[src/rtl/esc_pkg.sv]
package esc_pkg;

    localparam int unsigned N_EV   = 6;
    localparam int unsigned CAU_W  = 3;
    localparam int unsigned FC_W   = 3;

    typedef enum logic [1:0] {
        PH_NORM = 2'd0,
        PH_EXC  = 2'd1,
        PH_HALT = 2'd2
    } phase_e;

    typedef enum logic [1:0] {
        XS_SAVE = 2'd0,
        XS_VEC  = 2'd1,
        XS_FILL = 2'd2
    } xstep_e;

    typedef enum logic [CAU_W-1:0] {
        C_RESET = 3'd0,
        C_ADDR  = 3'd1,
        C_ACC   = 3'd2,
        C_PRIV  = 3'd3,
        C_TRAP  = 3'd4,
        C_TRACE = 3'd5,
        C_IRQ   = 3'd6,
        C_NONE  = 3'd7
    } cause_e;

    typedef struct packed {
        phase_e          phase;
        xstep_e          step;
        logic            stopped;
        logic            s;
        cause_e          cause;
        logic            old_s;
        logic            flush;
        logic [FC_W-1:0] fc;
    } ctl_t;

endpackage

[src/rtl/esc_evt_arb.sv]
// Fixed-priority pick: bit 0 is the most urgent event.
module esc_evt_arb #(
    parameter int unsigned N     = 6,
    localparam int unsigned IDX_W = (N > 1) ? $clog2(N) : 1
) (
    input  logic [N-1:0]     ev_vec,
    output logic             hit,
    output logic [IDX_W-1:0] idx
);
    always_comb begin
        hit = 1'b0;
        idx = '0;
        for (int i = N - 1; i >= 0; i--) begin
            if (ev_vec[i]) begin
                hit = 1'b1;
                idx = IDX_W'(i);
            end
        end
    end
endmodule

[src/rtl/esc_fc_enc.sv]
// Function code: privilege in the top bit, program/data in the low two.
module esc_fc_enc #(
    parameter int unsigned W = 3
) (
    input  logic         sup,
    input  logic         prog,
    output logic [W-1:0] fc
);
    always_comb begin
        fc = '0;
        fc[W-1] = sup;
        fc[1]   = prog;
        fc[0]   = ~prog;
    end
endmodule

[src/rtl/exec_state_ctrl.sv]
module exec_state_ctrl
    import esc_pkg::*;
(
    input  logic        clk,
    input  logic        rst_n,
    input  logic        ev_trace,
    input  logic        ev_trap,
    input  logic        ev_illegal,
    input  logic        ev_irq,
    input  logic        ev_acc_err,
    input  logic        ev_addr_err,
    input  logic        stop_req,
    input  logic        sr_wr,
    input  logic        sr_wr_s,
    input  logic        stack_done,
    input  logic        vec_done,
    input  logic        hdl_start,
    input  logic        acc_prog,
    input  logic        bus_busy,
    output logic [1:0]  state,
    output logic        stopped,
    output logic        s_bit,
    output logic        bus_idle,
    output logic        stack_req,
    output logic        stk_old_s,
    output logic        vec_req,
    output logic [2:0]  exc_cause,
    output logic        flush,
    output logic [2:0]  fc
);
    localparam int unsigned IDX_W = $clog2(N_EV);
    // Events allowed to wake the stopped sub-state: trace and interrupt.
    localparam logic [N_EV-1:0] WAKE_MASK = N_EV'(6'b11_0000);
    localparam ctl_t RST_VAL = '{
        phase:   PH_EXC,
        step:    XS_VEC,
        stopped: 1'b0,
        s:       1'b1,
        cause:   C_RESET,
        old_s:   1'b1,
        flush:   1'b0,
        fc:      FC_W'(3'b110)
    };

    ctl_t q, n;

    logic              priv_viol;
    logic [N_EV-1:0]   run_ev;
    logic [N_EV-1:0]   ev_vec;
    logic              ev_hit;
    logic [IDX_W-1:0]  ev_idx;
    cause_e            ev_cause;
    logic [FC_W-1:0]   fc_now;
    logic              nest_err;

    // User-mode attempts at privileged actions become a violation event.
    assign priv_viol = ~q.s & (sr_wr | stop_req);
    assign run_ev    = {ev_irq, ev_trace, ev_trap, ev_illegal | priv_viol,
                        ev_acc_err, ev_addr_err};
    assign ev_vec    = q.stopped ? (run_ev & WAKE_MASK) : run_ev;
    assign nest_err  = ev_acc_err | ev_addr_err;

    esc_evt_arb #(.N(N_EV)) u_arb (
        .ev_vec (ev_vec),
        .hit    (ev_hit),
        .idx    (ev_idx)
    );

    // Cause codes are one above the arbiter index (0 is reserved for reset).
    assign ev_cause = cause_e'(CAU_W'(ev_idx) + CAU_W'(1));

    esc_fc_enc #(.W(FC_W)) u_fc (
        .sup  (q.s),
        .prog (acc_prog),
        .fc   (fc_now)
    );

    always_comb begin
        n       = q;
        n.flush = 1'b0;
        n.fc    = bus_busy ? q.fc : fc_now;
        unique case (q.phase)
            PH_NORM: begin
                if (ev_hit) begin
                    n.phase   = PH_EXC;
                    n.step    = XS_SAVE;
                    n.stopped = 1'b0;
                    n.old_s   = q.s;
                    n.s       = 1'b1;
                    n.cause   = ev_cause;
                end else if (!q.stopped && stop_req) begin
                    n.stopped = 1'b1;
                end else if (!q.stopped && sr_wr) begin
                    n.s     = sr_wr_s;
                    n.flush = 1'b1;
                end
            end
            PH_EXC: begin
                if (nest_err) begin
                    n.phase = PH_HALT;
                end else begin
                    unique case (q.step)
                        XS_SAVE: if (stack_done) n.step = XS_VEC;
                        XS_VEC: begin
                            if (vec_done) begin
                                n.step  = XS_FILL;
                                n.flush = 1'b1;
                            end
                        end
                        XS_FILL: if (hdl_start) n.phase = PH_NORM;
                        default: n.step = XS_SAVE;
                    endcase
                end
            end
            PH_HALT: n.phase = PH_HALT;
            default: n.phase = PH_HALT;
        endcase
    end

    always_ff @(posedge clk) begin
        if (!rst_n) q <= RST_VAL;
        else        q <= n;
    end

    assign state     = q.phase;
    assign stopped   = q.stopped;
    assign s_bit     = q.s;
    assign bus_idle  = (q.phase == PH_HALT) | q.stopped;
    assign stack_req = (q.phase == PH_EXC) & (q.step == XS_SAVE);
    assign stk_old_s = q.old_s;
    assign vec_req   = (q.phase == PH_EXC) & (q.step == XS_VEC);
    assign exc_cause = q.cause;
    assign flush     = q.flush;
    assign fc        = q.fc;

endmodule

[config.mk]
export PLATFORM = sky130hd
export DESIGN_NAME = exec_state_ctrl
export DESIGN_NICKNAME = d
export VERILOG_FILES = /design/src/rtl/esc_pkg.sv /design/src/rtl/esc_evt_arb.sv /design/src/rtl/esc_fc_enc.sv /design/src/rtl/exec_state_ctrl.sv
export SDC_FILE = /design/constraint.sdc
export NUM_CORES = 1
export LEC_CHECK = 0
export ABC_AREA = 1
export BUFFER_PORTS_ARGS = -buffer_cell sky130_fd_sc_hd__buf_2
export CAP_MARGIN = 20
export CORE_MARGIN = 1.5
export CORE_UTILIZATION = 47
export DETAILED_ROUTE_END_ITERATION = 10
export GPL_ROUTABILITY_DRIVEN = 0
export GPL_TIMING_DRIVEN = 0
export PLACE_DENSITY = 0.77
export REMOVE_ABC_BUFFERS = 1
export SKIP_CTS_REPAIR_TIMING = 1
export SKIP_LAST_GASP = 1
export SYNTH_ARGS = -nofsm -noshare
export SYNTH_HDL_FRONTEND = slang
export SYNTH_SLANG_ARGS = --single-unit
export TNS_END_PERCENT = 5
[constraint.sdc]
create_clock -name clk -period 1.95 [get_ports clk]
set_input_delay 0.39 -clock clk [delete_from_list [all_inputs] [get_ports clk]]
set_output_delay 0.39 -clock clk [all_outputs]
set_load 0.01 [all_outputs]
## Word level (Yosys, flattened, before mapping)

Index checks and enable logic that the tools add are counted.

- Flip-flop bits (word level): 14
- Output and inout bits: 15
- Word-level logic and storage cells: 77

- Add/sub/neg operators: 1
- Equal/unequal tests: 12
- Muxes and demuxes: 34
- Bitwise logic cells: 9
- Reductions and logical operators: 13

Operator list:

| kind | number |
|---|---|
| two-way mux 3 bit | 6 |
| two-way mux 1 bit | 15 |
| two-way mux 2 bit | 7 |
| != test 3 bit (second input constant) | 3 |
| two-way mux 4 bit | 2 |
| != test 2 bit (second input constant) | 4 |
| one-hot mux 2 bit (2 select lines) | 2 |
| one-hot mux 2 bit (3 select lines) | 1 |
| AND reduction 3 bit | 2 |
| AND reduction 6 bit | 1 |
| nonzero test 2 bit | 3 |
| equality test 2 x 1 -> 1 bit (second input constant) | 2 |
| equality test 2 bit (second input constant) | 2 |
| logical NOT 2 bit | 2 |
| OR 1 bit | 4 |
| AND reduction 2 bit | 2 |
| adder 3 x 1 -> 3 bit (second input constant) | 1 |
| AND 1 bit | 3 |
| != test 3 x 2 -> 1 bit (second input constant) | 1 |
| logical AND 1 bit | 2 |
| NOT 1 bit | 2 |
| one-hot mux 1 bit (2 select lines) | 1 |
| logical NOT 1 bit | 1 |

## Logic depth before layout (Yosys ltp)

Gate-level depths: netlist of the first run.

- Word-level depth: 10
- Mapped depth: 14
- Mapped depth without buffers: 14

## Cells and area by module

Synthesis of the first run repeated with hierarchy kept, for this count alone.

- Cell total of the unflattened synthesis: 126
- Area, all modules: 867.1 um^2

By module, submodules not included:

| module | instances | cells each | area an instance (um^2) | sequential area each (um^2) |
|---|---|---|---|---|
| exec_state_ctrl | 1 | 108 | 775.7 | 280.3 |
| esc_evt_arb | 1 | 15 | 72.6 | 0.0 |
| esc_fc_enc | 1 | 3 | 18.8 | 0.0 |

## Least setup slack after synthesis of the first run

Ideal clock, no wire load.

- Path kind: flip-flop to flip-flop
- Start: register q, in the netlist stopped
- End: register q, in the netlist exc_cause[1]
- Arrival time: 1.363 ns
- Data required time: 1.834 ns
- Slack: 0.471 ns
- Stages on the path, launching flop included: 11
- Path buffers: 0
- Cells stage by stage: dfxtp_1 inv_2 nand2_1 o21ai_0 nand2_1 nand2_1 nand2_1 inv_1 ha_1 o21ai_0 nor2_1

- Word-level cells in the longest chain between the ends: 6
- Elaborated cells on any way between the ends: 11
- Those cells by class: add/sub (1); mux (9); reduce/logical (1)

Ends and longest elaborated chain:

| what | RTL line | source |
|---|---|---|
| start: declaration | exec_state_ctrl.sv:45 | `ctl_t q, n;` |
| start signal: assignment | exec_state_ctrl.sv:122 | `else q <= n;` |
| two-way mux 4 bit (*) | exec_state_ctrl.sv:60 | `assign ev_vec = q.stopped ? (run_ev & WAKE_MASK) : run_ev;` |
| two-way mux 3 bit (3 in a row) | esc_evt_arb.sv:14 | `if (ev_vec[i]) begin` |
| two-way mux 3 bit (*) | esc_evt_arb.sv:14 |  |
| adder 3 x 1 -> 3 bit (*) | exec_state_ctrl.sv:70 | `assign ev_cause = cause_e'(CAU_W'(ev_idx) + CAU_W'(1));` |
| named net ev_cause[1] | exec_state_ctrl.sv:52 | `cause_e ev_cause;` |

Mark *: on every way through the listed nets, which the timed path passes. The rest lies on a longest branch.
A chain may end at the register's enable or synchronous reset.

## Worst setup path after layout of the first run

- Start: register q, in the netlist state[1]
- End: output vec_req

- Word-level cells in the longest chain between the ends: 2

Ends and longest elaborated chain:

| what | RTL line | source |
|---|---|---|
| equality test 2 x 1 -> 1 bit | exec_state_ctrl.sv:131 | `assign vec_req = (q.phase == PH_EXC) & (q.step == XS_VEC);` |
| AND 1 bit | exec_state_ctrl.sv:131 |  |
| end: declaration | exec_state_ctrl.sv:26 | `output logic vec_req,` |

Every way passes these cells.

==> results.json, run 1 <==
{
  "outcome": "complete, no violations",
  "cts_root_buffer": "clkbuf_4",
  "grt_pass1_wl_um": 2690,
  "hpwl_um": 1320,
  "slowest_stage": "dfxtp_1",
  "syn_to_final_growth_pct": 14.7,
  "grt_usage_pct": 17.9,
  "cp_max_fo": 4,
  "drv_cap": 0,
  "peakVddDrop_v": 0.000488,
  "core_area_um2": 1580,
  "antenna_cells": 0,
  "rows": 14,
  "drtIter0Drc": 16,
  "whs_ns": 0.347,
  "synth_warnings": 0,
  "io_buffers": 30,
  "overflow": 0,
  "ys_seq_area_share_pct": 34.0,
  "die_area_um2": 2010,
  "worst_pin_slew_ns": 0.442,
  "min_period_ns": 1.64,
  "clockBufferDepth": 2,
  "rsz0062_at_grt": "no",
  "cts_max_level": 1,
  "post_synth.cell_area_avg_um2": 6.59,
  "place_ws_ns": 0.237,
  "fmax_mhz": 610,
  "worstSetupEndpointType": "output port",
  "hp-class": "primary input to flop",
  "clk_pin_slew_ns": 0.08,
  "final_max_slew_viol_count": 0,
  "finalCoreUtilization_pct": 59.9,
  "ff2ff_setup_slack_ns": 0.38,
  "path_cells": "inv_1 -> nand2_1 -> nor2_1 -> buf_2",
  "path_class": "flop to output port",
  "yosys_register_bits": 14,
  "first_pass_iters": 4,
  "die_w_um": 44.9,
  "powerDensity_nw_per_um2": 738,
  "dieHeight_um": 44.9,
  "syn_area_um2": 823,
  "finalHoldViolations": 0,
  "yosysUniqueCellTypes": 23,
  "wl_per_cell_um": 10.2,
  "numClockSinks": 14,
  "antenna_left": 0,
  "route.vias.total": 854,
  "slew_headroom_pct": 70.4,
  "clk_latency_ns": 0.28,
  "fillerInstances": 162,
  "initial_utilization_pct": 52.2,
  "cts_tree": "done",
  "routed_wl_um": 1690,
  "worstPathRequired_ns": 1.56,
  "drc": 0,
  "p_leak_uw": 0.000513,
  "drive_gt1_share_pct": 28.9,
  "antenna_found_initial": 0,
  "cp.arrival_ns": 1.25,
  "syn_inst": 125,
  "ioPinCount": 31,
  "fin_skew_ns": 0.00422,
  "setup_tns_ns": 0,
  "placed_cell_area_um2": 922,
  "final_area_um2": 945,
  "fin_crit_sh_pct": 84.1,
  "setup_slack_ns": 0.310,
  "fin_nets": 168,
  "setup-violations-final": 0,
  "max_stage_delay_ns": 0.33,
  "cp-start-kind": "flop",
  "grt_max_degree": 11,
  "cts_buffers": 3,
  "grt_pass1_vias": 687,
  "avgViaCountPerCell": 5.18
}
where the power goes:
| part | switching (uW) | internal, uW |
|---|---|---|
| clock | 92.6 | 71.6 |
| combinational | 122 | 77.4 |
| sequential | 20.1 | 313 |
flip-flops by register name, indices dropped and copies added (netlist names):
name,cells
s_bit,1
q,2
stk_old_s,1
fc,3
exc_cause,3
state,2
flush,1
stopped,1
layout by cell type, fill, tap and decap left out:
cell,instances
nand2_2,2
clkbuf_4,3
nand4_1,3
or2_1,1
dfxtp_1,14
nor3_2,1
ha_1,1
nor3b_1,1
nor2_4,1
nand2_1,30
nor2_1,19
nand3_1,10
a21oi_1,4
nand3b_1,1
nand3_2,1
nor3_1,1
inv_1,14
inv_2,2
a21oi_2,1
buf_2,30
or2_2,1
o21ai_0,7
nor2_2,1
metal layers:
metal	track usage, %	vias up	routed length (um)
li1	-	436	-
met1	22.0	385	756
met2	31.6	29	840
met3	2.40	4	63
met4	7.06	0	25
met5	0	-	0
worst max-delay path, delay by kind of cell, from the launching register on:
family	cells	cell delay, ns
flip-flops	1	0.33
AND/OR/NAND/NOR	2	0.34
buffers and inverters	2	0.30
layout make-up:
| type | instances | area (um2) | area share, % |
|---|---|---|---|
| flip-flops and latches | 14 | 280 | 29.7 |
| clock buffers | 3 | 22.5 | 2.38 |
| inverters | 16 | 60.1 | 6.36 |
| well taps | 16 | 20.0 | 2.12 |
| repair buffers | 30 | 150 | 15.9 |
| multi-input cells | 86 | 412 | 43.6 |
metrics by stage:
step / total power (uW) / cells
after floorplan: 468 / 116
after global placement: 533 / 162
after detailed placement: 539 / 162
after CTS: 697 / 165
after global routing: 745 / 165
final: 697 / 165
cells in the mapped netlist, drive strengths merged:
cell	n	area, um2
nand3	11	60.1
nor3b	1	7.51
ha	1	12.5
o21ai	7	35.0
nor2	21	88.8
nand2	32	125
dfxtp	14	280
or2	2	12.5
nand4	3	18.8
nand3b	1	7.51
buf	9	71.3
nor3	2	15.0
inv	16	60.1
a21oi	5	28.8
cell families after synthesis:
logic type / count (synthesis) / synth area share [%]
and+or+nand+nor: 73 / 40.7
adders and majority gates: 1 / 1.52
AOI/OAI and AO/OA: 12 / 7.75
buffers and inverters: 25 / 16.0
DFF: 14 / 34.0
worst paths after layout:
path | from | endpoint | cells after the start
worst min-delay path | bus_busy | fc[2] | 2
worst max register to register | stopped | exc_cause[1] | 10
worst min register to register | fc[0] | fc[0] | 2
worst max-delay path | state[1] | vec_req | 4
No activity file was read; power rests on OpenSTA's default activity.
==> run 2, diff against run 1 <==
==> constraint.sdc (replaced) <==
create_clock -name clk -period 1.6 [get_ports clk]
set_input_delay 0.32 -clock clk [delete_from_list [all_inputs] [get_ports clk]]
set_output_delay 0.32 -clock clk [all_outputs]
set_load 0.01 [all_outputs]
==> run 2 against run 1 <==
Effect of this change:
- count of clock-buffer cells in the layout stayed put
- critical path depth is 6 higher
- largest power group unchanged
- sequential cell count stayed put
- via count is 2.7% lower
- first-iteration DRC count is 6.3% higher
- hold slack worse by 0.065 ns
==> results.json, run 2 (synthesis gave the netlist of run 1 again) <==
{
  "outcome": "complete, no violations",
  "crit_family": "flip-flops",
  "place_ws_ns": -0.0434,
  "peakVddDrop_v": 0.000605,
  "drv_cap": 0,
  "slew_headroom_pct": 71.4,
  "final-seq-area_um2": 282,
  "drc": 0,
  "ioPinCount": 31,
  "numClockSinks": 14,
  "syn_to_final_growth_pct": 15.8,
  "fmax_mhz": 649,
  "cts_root_buffer": "clkbuf_4",
  "clk_pin_slew_ns": 0.08,
  "overflow": 0,
  "fin_nets": 168,
  "clk_latency_ns": 0.27,
  "fin_crit_sh_pct": 96.3,
  "avgViaCountPerCell": 5.04,
  "slowest_stage": "dfxtp_1",
  "route.vias.total": 831,
  "ff2ff_setup_slack_ns": 0.06,
  "routed_wl_um": 1720,
  "max_stage_delay_ns": 0.39,
  "first_pass_iters": 4,
  "setup_slack_ns": 0.0596,
  "antenna_left": 0,
  "grt_pass1_vias": 687,
  "cts_buffers": 3,
  "die_w_um": 44.9,
  "io_buffers": 30,
  "final_cells": 165,
  "grt_max_degree": 11,
  "path_cells": "inv_2 -> nand2_2 -> o21ai_0 -> nand2_1 -> nand2_1 -> nand2_1 -> inv_1 -> ha_1 -> o21ai_1 -> nor2_1",
  "post-place-cells": 162,
  "initial_utilization_pct": 52.2,
  "core_area_um2": 1580,
  "final_cell_mix": "buf_2, nand2_1, nor2_1",
  "critPathBufInv": 2,
  "antenna_found_initial": 0,
  "hp-class": "primary input to flop",
  "p_leak_uw": 0.000513,
  "worst_pin_slew_ns": 0.428,
  "finalHoldViolations": 0,
  "wl_per_cell_um": 10.4,
  "hpwl_um": 1320,
  "drtIter0Drc": 17,
  "clockBufferDepth": 2,
  "worstSetupEndpointType": "flop",
  "worstPathRequired_ns": 1.77,
  "antenna_cells": 0,
  "drive_gt1_share_pct": 31.5,
  "cts_tree": "done",
  "rsz0062_at_grt": "yes",
  "min_period_ns": 1.54,
  "layout_commonest_cell": "buf_2",
  "rows": 14,
  "fin_skew_ns": 0.000762,
  "grt_pass1_wl_um": 2690,
  "path_class": "flop to flop",
  "cp_max_fo": 6,
  "cp.arrival_ns": 1.72,
  "setup-violations-final": 0,
  "final_max_slew_viol_count": 0,
  "cts_max_level": 1,
  "cp-start-kind": "flop",
  "powerDensity_nw_per_um2": 899,
  "multi_input_area_um2": 419,
  "die_area_um2": 2010,
  "fillerInstances": 160,
  "grt_usage_pct": 17.9,
  "dieHeight_um": 44.9,
  "cp_common_cell": "nand2_1"
}
run 2: where the power goes:
group          internal (uW)  switching (uW)  total, uW
registers                383            24.7        407
clock network           87.2             112        200
logic                   96.9             154        250
run 2: final timing paths:
path,from,to,cells after the start
worst max register to register,stopped,exc_cause[1],10
worst min register to register,fc[0],fc[0],2
worst min-delay path,bus_busy,fc[2],2
worst max-delay path,stopped,exc_cause[1],10
run 2: layout make-up:
class,instances,share of cell area [%]
Multi-Input combinational cell,86,44.0
Sequential cell,14,29.5
Timing Repair Buffer,30,15.7
Inverter,16,6.30
Clock buffer,3,2.36
Tap cell,16,2.10
run 2: layer usage:
| layer | track usage, % | vias up | share of wire [%] |
|---|---|---|---|
| met5 | 0 | - | 0 |
| met4 | 7.06 | 0 | 1.3 |
| met3 | 2.40 | 5 | 4.0 |
| met2 | 31.6 | 23 | 50 |
| met1 | 22.0 | 369 | 45 |
| li1 | - | 434 | - |
run 2: metrics by stage:
step | util, % | cell area, um2 | hold slack [ns] | TNS (ns) | total power, uW
after floorplan | - | 752 | 0.389 | 0 | 570
after global placement | 58.5 | 922 | 0.445 | -0.0892 | 650
after detailed placement | 58.5 | 922 | 0.460 | -0.0741 | 657
after CTS | 59.9 | 945 | 0.289 | 0 | 850
after global routing | 60.5 | 953 | 0.281 | -0.0963 | 914
final | 60.5 | 953 | 0.283 | 0 | 857
==> run 3, diff against run 2 <==
--- a/config.mk
+++ b/config.mk
@@ -5,15 +5,15 @@
 export SDC_FILE = /design/constraint.sdc
 export NUM_CORES = 1
 export LEC_CHECK = 0
-export ABC_AREA = 1
 export BUFFER_PORTS_ARGS = -buffer_cell sky130_fd_sc_hd__buf_2
 export CAP_MARGIN = 20
 export CORE_MARGIN = 1.5
-export CORE_UTILIZATION = 47
+export CORE_UTILIZATION = 49
+export CTS_BUF_LIST = sky130_fd_sc_hd__clkbuf_8
 export DETAILED_ROUTE_END_ITERATION = 10
 export GPL_ROUTABILITY_DRIVEN = 0
 export GPL_TIMING_DRIVEN = 0
-export PLACE_DENSITY = 0.77
+export PLACE_DENSITY = 0.8
 export REMOVE_ABC_BUFFERS = 1
 export SKIP_CTS_REPAIR_TIMING = 1
 export SKIP_LAST_GASP = 1
==> run 3 against run 2 <==
Effect of this change:
- the flow now finishes with violations (setup timing)
- sequential share of layout area fell by 1.6 points
- critical endpoint is now exc_cause[2]
- wire length rose by 12%
- largest cell class unchanged
- sequential power barely moved
- die area fell by 5.3%
- synthesized cell count fell by 22%
- hold slack improved by 0.033 ns
- clock skew rose by 0.0014 ns
- combinational power fell by 19%
- synthesized area fell by 1.7%
- clock power rose by 75%
==> results.json, run 3 <==
{
  "min_period_ns": 1.85,
  "synth_top_area_share_pct": 34.6,
  "antenna_left": 0,
  "whs_ns": 0.316,
  "multi_input_area_um2": 472,
  "syn_area_um2": 810,
  "synth_commonest_cells": "dfxtp_1, o21ai_0, buf_4, a21oi_1",
  "drc": 0,
  "cp.arrival_ns": 1.98,
  "cts_root_buffer": "clkbuf_8",
  "peakVddDrop_v": 0.000658,
  "yosys.area.top_type": "dfxtp_1",
  "synth_edf_count": 0,
  "cts_buffers": 3,
  "final_max_slew_viol_count": 0,
  "cp-start-kind": "flop",
  "hp-class": "primary input to flop",
  "yosys_register_bits": 14,
  "yosysUniqueCellTypes": 35,
  "cp_max_fo": 5,
  "final_cells": 136,
  "die_area_um2": 1900,
  "grt_max_degree": 12,
  "clk_pin_slew_ns": 0.06,
  "fin_crit_sh_pct": 116,
  "drive_gt1_share_pct": 40.0,
  "yosysMostFrequentCell": "dfxtp_1",
  "outcome": "finished with violations",
  "slew_headroom_pct": 58.6,
  "first_pass_iters": 4,
  "powerDensity_nw_per_um2": 951,
  "core_area_um2": 1520,
  "grt_pass1_wl_um": 2890,
  "die_w_um": 43.6,
  "synth_ff_type": "dfxtp_1",
  "layout_commonest_cell": "buf_2",
  "worstPathRequired_ns": 1.73,
  "synthTopCellsByArea": "dfxtp_1, buf_4, o21ai_0, a21oi_1, nor3_1",
  "antenna_cells": 0,
  "total_power_uw": 960,
  "grt_pass1_vias": 700,
  "cts_tree": "done",
  "worst_pin_slew_ns": 0.616,
  "drtIter0Drc": 17,
  "synthArstFlopShare_pct": 0,
  "numClockSinks": 14,
  "rows": 14,
  "fmax_mhz": 540,
  "ioPinCount": 31,
  "violations": "setup timing",
  "initial_utilization_pct": 53.1,
  "clk_latency_ns": 0.25,
  "fin_nets": 138,
  "post-place-cells": 131,
  "route.vias.total": 788,
  "grt_usage_pct": 20.1,
  "setup_tns_ns": -0.551,
  "fillerInstances": 130,
  "syn_to_final_growth_pct": 24.6,
  "finalHoldViolations": 0,
  "setup_slack_ns": -0.252,
  "ys_seq_area_share_pct": 34.6,
  "fin_skew_ns": 0.00214,
  "wl_per_cell_um": 14.1,
  "path_class": "flop to flop",
  "synth_warnings": 0,
  "dieHeight_um": 43.6,
  "r2r_cells": 7,
  "final_cell_mix": "buf_2, dfxtp_1, o21ai_0",
  "worstSetupEndpointType": "flop",
  "hold_depth": 2,
  "rsz0062_at_grt": "yes",
  "cts_max_level": 1,
  "setup-violations-final": 4,
  "routed_wl_um": 1920,
  "antenna_found_initial": 0,
  "p_leak_uw": 0.000460,
  "syn_inst": 97,
  "io_buffers": 30,
  "clockBufferDepth": 2,
  "final-seq-area_um2": 282,
  "drv_cap": 0,
  "avgViaCountPerCell": 5.79,
  "overflow": 0,
  "post_synth.cell_area_avg_um2": 8.35,
  "hpwl_um": 1360
}
-- run 3: cell types whose count changed in the layout (fill, tap and decap cells not counted), moves of 4 or more --
cell      delta
clkbuf_8     +4
inv_1        -8
nand2_1     -24
nand2_2      -4
nand3_1      -7
nor2_1      -13
nor3_1       +5
-- run 3: path summary, 6_finish.rpt --
kind | slack [ns] | from | to
worst max register to register | -0.25 | s_bit | exc_cause[2]
worst max-delay path | -0.25 | s_bit | exc_cause[2]
worst min register to register | 0.46 | fc[0] | fc[0]
worst min-delay path | 0.32 | bus_busy | fc[0]
-- run 3: layout make-up --
cell class / count / share of cell area, %
Timing Repair Buffer: 31 / 15.6
Inverter: 6 / 2.23
Sequential cell: 14 / 27.9
Multi-Input combinational cell: 65 / 46.8
Clock buffer: 4 / 5.46
Tap cell: 16 / 1.99
-- run 3: routing by layer --
metal  track usage, %  routed length [um]
met1             26.1                 862
met2             32.1                 914
met3             4.17                 124
met4             9.09                  19
met5                0                   0
-- run 3: cells by family (layout without fill, tap and decap cells) --
logic type / after synthesis / after routing / synth area share (%)
flip-flops: 14 / 14 / 34.6
AND/OR/NAND/NOR: 31 / 31 / 23.5
adder cells (fa/ha/maj): 1 / 1 / 1.55
buffers and inverters: 18 / 41 / 12.1
AO/OA/AOI/OAI: 30 / 30 / 24.4
multiplexers: 3 / 3 / 3.86
-- run 3: where the power goes --
part           total, uW  switching (uW)  internal [uW]
sequential           407            31.1            376
clock                350             132            218
combinational        202             109           92.8
total                960             272            687
-- run 3: worst max-delay path, cell delays in order (launching register included) --
cell	delay, ns
dfxtp_2	0.34
o21ba_4	0.25
nor3_1	0.06
nor4_2	0.24
ha_4	0.21
mux2_2	0.34
o31ai_2	0.18
a31oi_1	0.11
-- run 3: per-stage QoR --
| stage | setup slack (ns) | instance area [um2] | utilization (%) |
|---|---|---|---|
| finish | -0.252 | 1010 | 66.2 |
| global route | -0.332 | 1010 | 66.2 |
| CTS | -0.425 | 960 | 63.0 |
| detailed placement | -0.398 | 905 | 59.4 |
| global placement | -0.378 | 905 | 59.4 |
| floorplan | -0.303 | 734 | - |
